**config.mk**
```make
export PLATFORM = sky130hd
export DESIGN_NAME = prescaled_timer
export DESIGN_NICKNAME = d
export VERILOG_FILES = /design/src/rtl/tmr_pkg.sv /design/src/rtl/tmr_ctrl_reg.sv /design/src/rtl/tmr_prescaler.sv /design/src/rtl/tmr_counter.sv /design/src/rtl/prescaled_timer.sv
export SDC_FILE = /design/constraint.sdc
export NUM_CORES = 1
export LEC_CHECK = 0
export ABC_CLOCK_PERIOD_IN_PS = 2200
export BUFFER_PORTS_ARGS = -buffer_cell sky130_fd_sc_hd__buf_2
export CAP_MARGIN = 0
export CORE_ASPECT_RATIO = 0.75
export CORE_MARGIN = 2
export CORE_UTILIZATION = 52
export CTS_CLUSTER_SIZE = 24
export DETAILED_ROUTE_END_ITERATION = 10
export GPL_TIMING_DRIVEN = 1
export PLACE_DENSITY = 0.78
export SLEW_MARGIN = 5
export SYNTH_ARGS = -nofsm -noshare
export SYNTH_HDL_FRONTEND = slang
export SYNTH_SLANG_ARGS = --single-unit
```
**constraint.sdc**
```tcl
create_clock -name clk -period 2.2 [get_ports clk]
set_input_delay 0.22 -clock clk [delete_from_list [all_inputs] [get_ports clk]]
set_output_delay 0.22 -clock clk [all_outputs]
set_load 0.01 [all_outputs]
```
**src/rtl/tmr_pkg.sv**
```systemverilog
package tmr_pkg;
   localparam int CTRL_W   = 8;
   localparam int HALT_BIT = 5;
   localparam int CLR_BIT  = 4;
   localparam int SEL_LSB  = 0;
   localparam logic [CTRL_W-1:0] CTRL_RESET = 8'h20;
endpackage

```
**src/rtl/tmr_ctrl_reg.sv**
```systemverilog
module tmr_ctrl_reg
   import tmr_pkg::*;
#(
   parameter int SEL_W = 3
) (
   input  logic              clk,
   input  logic              rst_n,
   input  logic              wr,
   input  logic [CTRL_W-1:0] wdata,
   output logic [CTRL_W-1:0] rdata,
   output logic              halt,
   output logic [SEL_W-1:0]  sel,
   output logic              clr_pulse
);
   localparam int SEL_MSB = SEL_LSB + SEL_W - 1;

   if (SEL_MSB >= CLR_BIT) begin : g_bad_sel
      $error("rate select field overlaps the clear bit");
   end

   logic             halt_q;
   logic [SEL_W-1:0] sel_q;

   always_ff @(posedge clk or negedge rst_n) begin
      if (!rst_n) begin
         halt_q <= CTRL_RESET[HALT_BIT];
         sel_q  <= CTRL_RESET[SEL_MSB:SEL_LSB];
      end else if (wr) begin
         halt_q <= wdata[HALT_BIT];
         sel_q  <= wdata[SEL_MSB:SEL_LSB];
      end
   end

   // the clear strobe is never stored, so it always reads back as zero
   assign clr_pulse = wr & wdata[CLR_BIT];

   always_comb begin
      rdata                   = '0;
      rdata[HALT_BIT]         = halt_q;
      rdata[SEL_MSB:SEL_LSB]  = sel_q;
   end

   assign halt = halt_q;
   assign sel  = sel_q;
endmodule

```
**src/rtl/tmr_prescaler.sv**
```systemverilog
module tmr_prescaler #(
   parameter int DIV_STAGES  = 7,
   parameter int SEL_W       = 3,
   parameter int SYNC_STAGES = 2
) (
   input  logic             clk,
   input  logic             rst_n,
   input  logic             run,
   input  logic             clr,
   input  logic [SEL_W-1:0] sel,
   input  logic             ext_clk,
   output logic             count_en
);
   localparam int DIV_W  = DIV_STAGES - 1;
   localparam int N_SRC  = 1 << SEL_W;

   if (DIV_STAGES < 2) begin : g_bad_div
      $error("DIV_STAGES must be at least 2");
   end
   if (DIV_STAGES + 1 > N_SRC) begin : g_bad_selw
      $error("SEL_W too narrow for the divider codes plus the external code");
   end
   if (SYNC_STAGES < 2) begin : g_bad_sync
      $error("SYNC_STAGES must be at least 2");
   end

   // free-running phase divider, paused while halted
   logic [DIV_W-1:0] div_q;
   always_ff @(posedge clk or negedge rst_n) begin
      if (!rst_n)      div_q <= '0;
      else if (clr)    div_q <= '0;
      else if (run)    div_q <= div_q + 1'b1;
   end

   // external pin synchronizer plus one history flop for the edge
   logic [SYNC_STAGES:0] sync_q;
   always_ff @(posedge clk or negedge rst_n) begin
      if (!rst_n) sync_q <= '0;
      else        sync_q <= {sync_q[SYNC_STAGES-1:0], ext_clk};
   end
   logic ext_edge;
   assign ext_edge = sync_q[SYNC_STAGES-1] & ~sync_q[SYNC_STAGES];

   // one tick source per select code
   logic [N_SRC-1:0] tick;
   for (genvar i = 0; i < N_SRC; i++) begin : g_src
      if (i == 0) begin : g_div1
         assign tick[i] = 1'b1;
      end else if (i < DIV_STAGES) begin : g_divn
         assign tick[i] = &div_q[i-1:0];
      end else begin : g_ext
         assign tick[i] = ext_edge;
      end
   end

   assign count_en = run & ~clr & tick[sel];
endmodule

```
**src/rtl/tmr_counter.sv**
```systemverilog
module tmr_counter #(
   parameter int CNT_W = 16
) (
   input  logic             clk,
   input  logic             rst_n,
   input  logic             clr,
   input  logic             count_en,
   output logic [CNT_W-1:0] count,
   output logic             ovf
);
   localparam logic [CNT_W-1:0] TOP = '1;

   if (CNT_W < 2) begin : g_bad_w
      $error("CNT_W must be at least 2");
   end

   logic [CNT_W-1:0] cnt_q;
   logic             ovf_q;

   always_ff @(posedge clk or negedge rst_n) begin
      if (!rst_n) begin
         cnt_q <= '0;
         ovf_q <= 1'b0;
      end else begin
         ovf_q <= count_en & (cnt_q == TOP) & ~clr;
         if (clr)           cnt_q <= '0;
         else if (count_en) cnt_q <= cnt_q + 1'b1;
      end
   end

   assign count = cnt_q;
   assign ovf   = ovf_q;
endmodule

```
**src/rtl/prescaled_timer.sv**
```systemverilog
module prescaled_timer
   import tmr_pkg::*;
#(
   parameter int CNT_W       = 16,
   parameter int DIV_STAGES  = 7,
   parameter int SYNC_STAGES = 2
) (
   input  logic              clk,
   input  logic              rst_n,
   input  logic              reg_wr,
   input  logic [CTRL_W-1:0] reg_wdata,
   output logic [CTRL_W-1:0] reg_rdata,
   input  logic              ext_clk_in,
   output logic [CNT_W-1:0]  count,
   output logic              ovf_pulse,
   output logic              capture_en
);
   localparam int SEL_W = $clog2(DIV_STAGES + 1);

   logic             halt;
   logic [SEL_W-1:0] sel;
   logic             clr;
   logic             count_en;

   tmr_ctrl_reg #(.SEL_W(SEL_W)) u_ctrl (
      .clk(clk), .rst_n(rst_n), .wr(reg_wr), .wdata(reg_wdata),
      .rdata(reg_rdata), .halt(halt), .sel(sel), .clr_pulse(clr)
   );

   tmr_prescaler #(
      .DIV_STAGES(DIV_STAGES), .SEL_W(SEL_W), .SYNC_STAGES(SYNC_STAGES)
   ) u_pre (
      .clk(clk), .rst_n(rst_n), .run(~halt), .clr(clr), .sel(sel),
      .ext_clk(ext_clk_in), .count_en(count_en)
   );

   tmr_counter #(.CNT_W(CNT_W)) u_cnt (
      .clk(clk), .rst_n(rst_n), .clr(clr), .count_en(count_en),
      .count(count), .ovf(ovf_pulse)
   );

   assign capture_en = ~halt;
endmodule

```
==> summary.md <==
| Metric | Value |
|---|---|
| Outcome | `finished, violations left` |
| Failing checks | `hold timing` |
| Crit-path max FO | `8` |
| Share of post-route cells with drive strength above 1 | `31.18%` |
| H-Tree Depth | `2` |
| Final Max Tran Viols | `0` |
| Total global-route track usage | `20.57%` |
| R2r startpoint | `u_pre.div_q[1]` |
| WS Path Type | `register to register` |
| Period Utilization, post-route | `95.93%` |
| Critical Path Max Stage Delay | `0.51 ns` |
| Cell Area, Placed | `1730 um^2` |
| First DRT Iteration DRCs | `68` |
| Post-synth EDFFs | `0` |
| Synth Register Bits | `30` |
| CP Data Required Time | `2.40 ns` |
| Worst Setup SP | `u_pre.div_q[1]` |
| Placed cell count | `216` |
| Fmax | `0.4738 GHz` |
| Die area | `3418 um^2` |
| Most common cell after layout, fill and taps aside | `buf_2` |
| Total power | `1.346 mW` |
| Core box area | `2872 um^2` |
| DR pass1 iterations | `5` |
| Die height | `between 50 and 60 um` |
| Worst reg2reg path depth | `9` |
| PwrDens | `713.2 nW/um^2` |
| Vias in the first global route | `roughly 1200` |
| ANT cells | `0` |
| Leakage | `~0.86 nW` |
| Multi-input gate area | `785.8 um^2` |
| Post-Route M1 WL | `1409 um` |
| Chip Width | `66.85 um` |
| Drc violations | `0` |
| Std cell rows | `17` |
| CTS tree | `done` |
| Slew Limit Headroom | `a little under three fifths` |
| Register area | `~750 um^2` |
| Buffers on Ports | `30` |
| First-pass GRT wire length | `5244 um` |
| Most frequently used flop master after synthesis | `dfrtp_1` |
| Worst hold path type | `input port to asynchronous set/reset pin` |
| Clk slew on worst S/H paths | `0.06 ns` |
| Post-Syn Area | `1540 um^2` |
| Final wirelength | `about 3200 um` |
| Nets | `201` |
| Final instance area | `roughly 1900 um^2` |
| Critical Path End Type | `register` |
| Worst-skew pair later-pin latency | `0.27 ns` |
| Largest net degree at the start of global routing | `31` |
| Setup crit start kind | `register` |
| Clock Tree Buf Depth | `2` |
| Cells after synthesis | `149` |
| DR WL/cell | `14.07 um` |
| Fill count | `roughly 230` |
| GRT overflow | `0` |
| Register area share after synthesis | `48.82%` |
| Hold Fails Final Rpt | `29` |
| Post-CTS Setup Inserts | `0` |
| Fin cells | `~220` |
| Max VDD drop | `approximately 0.46 mV` |
| Place WS | `0.05119 ns` |
| Worst endpoint data arrival time | `between 2 and 2.5 ns` |
| Initial core utilization | `53.64%` |
| Io pins | `38` |
| Hold Slack | `-0.01722 ns` |
| Area grow syn2layout | `22.50%` |
| Resized cells post-CTS | `0` |
| Via/cell ratio | `~5.4` |
| Clock Tree Root | `clkbuf_8` |
| Most frequent cells in the layout | `buf_2, dfrtp_1, nor2_1` |
| Asr flop ratio synth | `100.0%` |
| Yosys Warn Count | `0` |
| Setup ws final | `0.08949 ns` |
| Initial antenna violation count | `0` |
| Library cells used by synthesis | `38` |
| Worst-path cell chain | `ha_2 > nand3_2 > inv_1 > ha_1 > mux2i_2 > a31oi_4 > o211ai_4 > or4_1 > a21oi_2` |
| Detail Placement HPWL | `2276 um` |
| Met3 wire length | `120 um` |
| # setup viols final | `0` |
| Setup slack, reg-to-reg | `0.09 ns` |
| Cts bufs inserted | `5` |
| Setup TNS | `0 ns` |
| Clk_skew | `0.004633 ns` |
| Metal2 WL | `~1600 um` |
| Via count | `around 1200` |
| Top Layer Used | `met4` |
| Critical R2R Capture | `u_cnt.count[5]` |
| Post-layout min period | `2.111 ns` |
| Antenna Nets Post-Route | `0` |
| Worst Tran Pin Value | `roughly 0.66 ns` |
| Slowest CP cell | `or4_1` |
| Max-Cap Viols | `0` |
| Hold buffers post-CTS | `0` |
| GP Congestion | `0.8361` |
| TritonCTS Sinks | `30` |
| Post-layout util | `about two thirds` |
| Mapped Avg Cell Area | `10.34 um^2` |
==> area by class of cell <==
| cell class | instances | area share (%) |
|---|---|---|
| Inverter | 6 | 1.194 |
| Multi-Input combinational cell | 106 | 41.64 |
| Clock buffer | 8 | 4.244 |
| Tap cell | 38 | 2.520 |
| Sequential cell | 30 | 39.85 |
| Timing Repair Buffer | 36 | 10.54 |
==> sequential cells by signal, summed over array words and instances, names as in the netlist <==
signal        flops
u_pre.sync_q      3
u_cnt.count      16
u_cnt.ovf         1
u_pre.div_q       6
u_ctrl.halt       1
u_ctrl.sel        3
==> power by group <==
group | internal [mW] | switching (mW)
Combinational | 0.124 | 0.148
Clock | 0.224 | 0.185
Sequential | 0.605 | 0.0601
==> cells by family (layout without fill, tap and decap cells) <==
logic type	Yosys count	count (layout)	synth area share [%]
compound gates	31	31	14.46
xor+xnor	5	5	2.844
fa+ha+maj	4	4	3.250
buf+inv	16	50	5.605
flops	30	30	48.82
mux	8	8	5.362
other cells	1	4	0.2435
simple gates	54	54	19.42
==> metal layers <==
| layer | vias to the layer above | GRT usage (%) |
|---|---|---|
| li1 | 591 | - |
| met1 | 595 | 26.05 |
| met2 | 26 | 34.67 |
| met3 | 2 | 5.286 |
| met4 | 0 | 6.463 |
| met5 | - | 0 |
==> how the worst max path moves through the flow <==
stage               slack, ns         endpoint  cells past startpoint
finish                   0.09   u_cnt.count[5]                      9
global route            -0.02   u_cnt.count[2]                     10
global placement         0.11  u_cnt.count[12]                      9
CTS                      0.03   u_cnt.count[5]                      9
floorplan                0.20  u_cnt.count[12]                      9
detailed placement       0.05   u_cnt.count[5]                      9
==> synthesized netlist by cell type, types with 4 or more instances <==
library cell	instances	area share, %
a21oi_1	10	3.2
buf_4	5	2.4
dfrtp_1	29	47
ha_1	4	3.2
inv_1	6	1.5
mux2i_1	6	3.9
nand2_1	9	2.2
nand3_1	10	3.2
nor2_1	11	2.7
o21ai_0	10	3.2
or3_1	8	3.2
==> critical path: cells and delay by family (launching register included) <==
kind | cells | cell delay [ns]
simple gates | 2 | 0.62
compound gates | 3 | 0.56
flops | 1 | 0.36
fa+ha+maj | 2 | 0.35
mux | 1 | 0.09
buf+inv | 1 | 0.07
No activity file was read; power rests on OpenSTA's default activity.
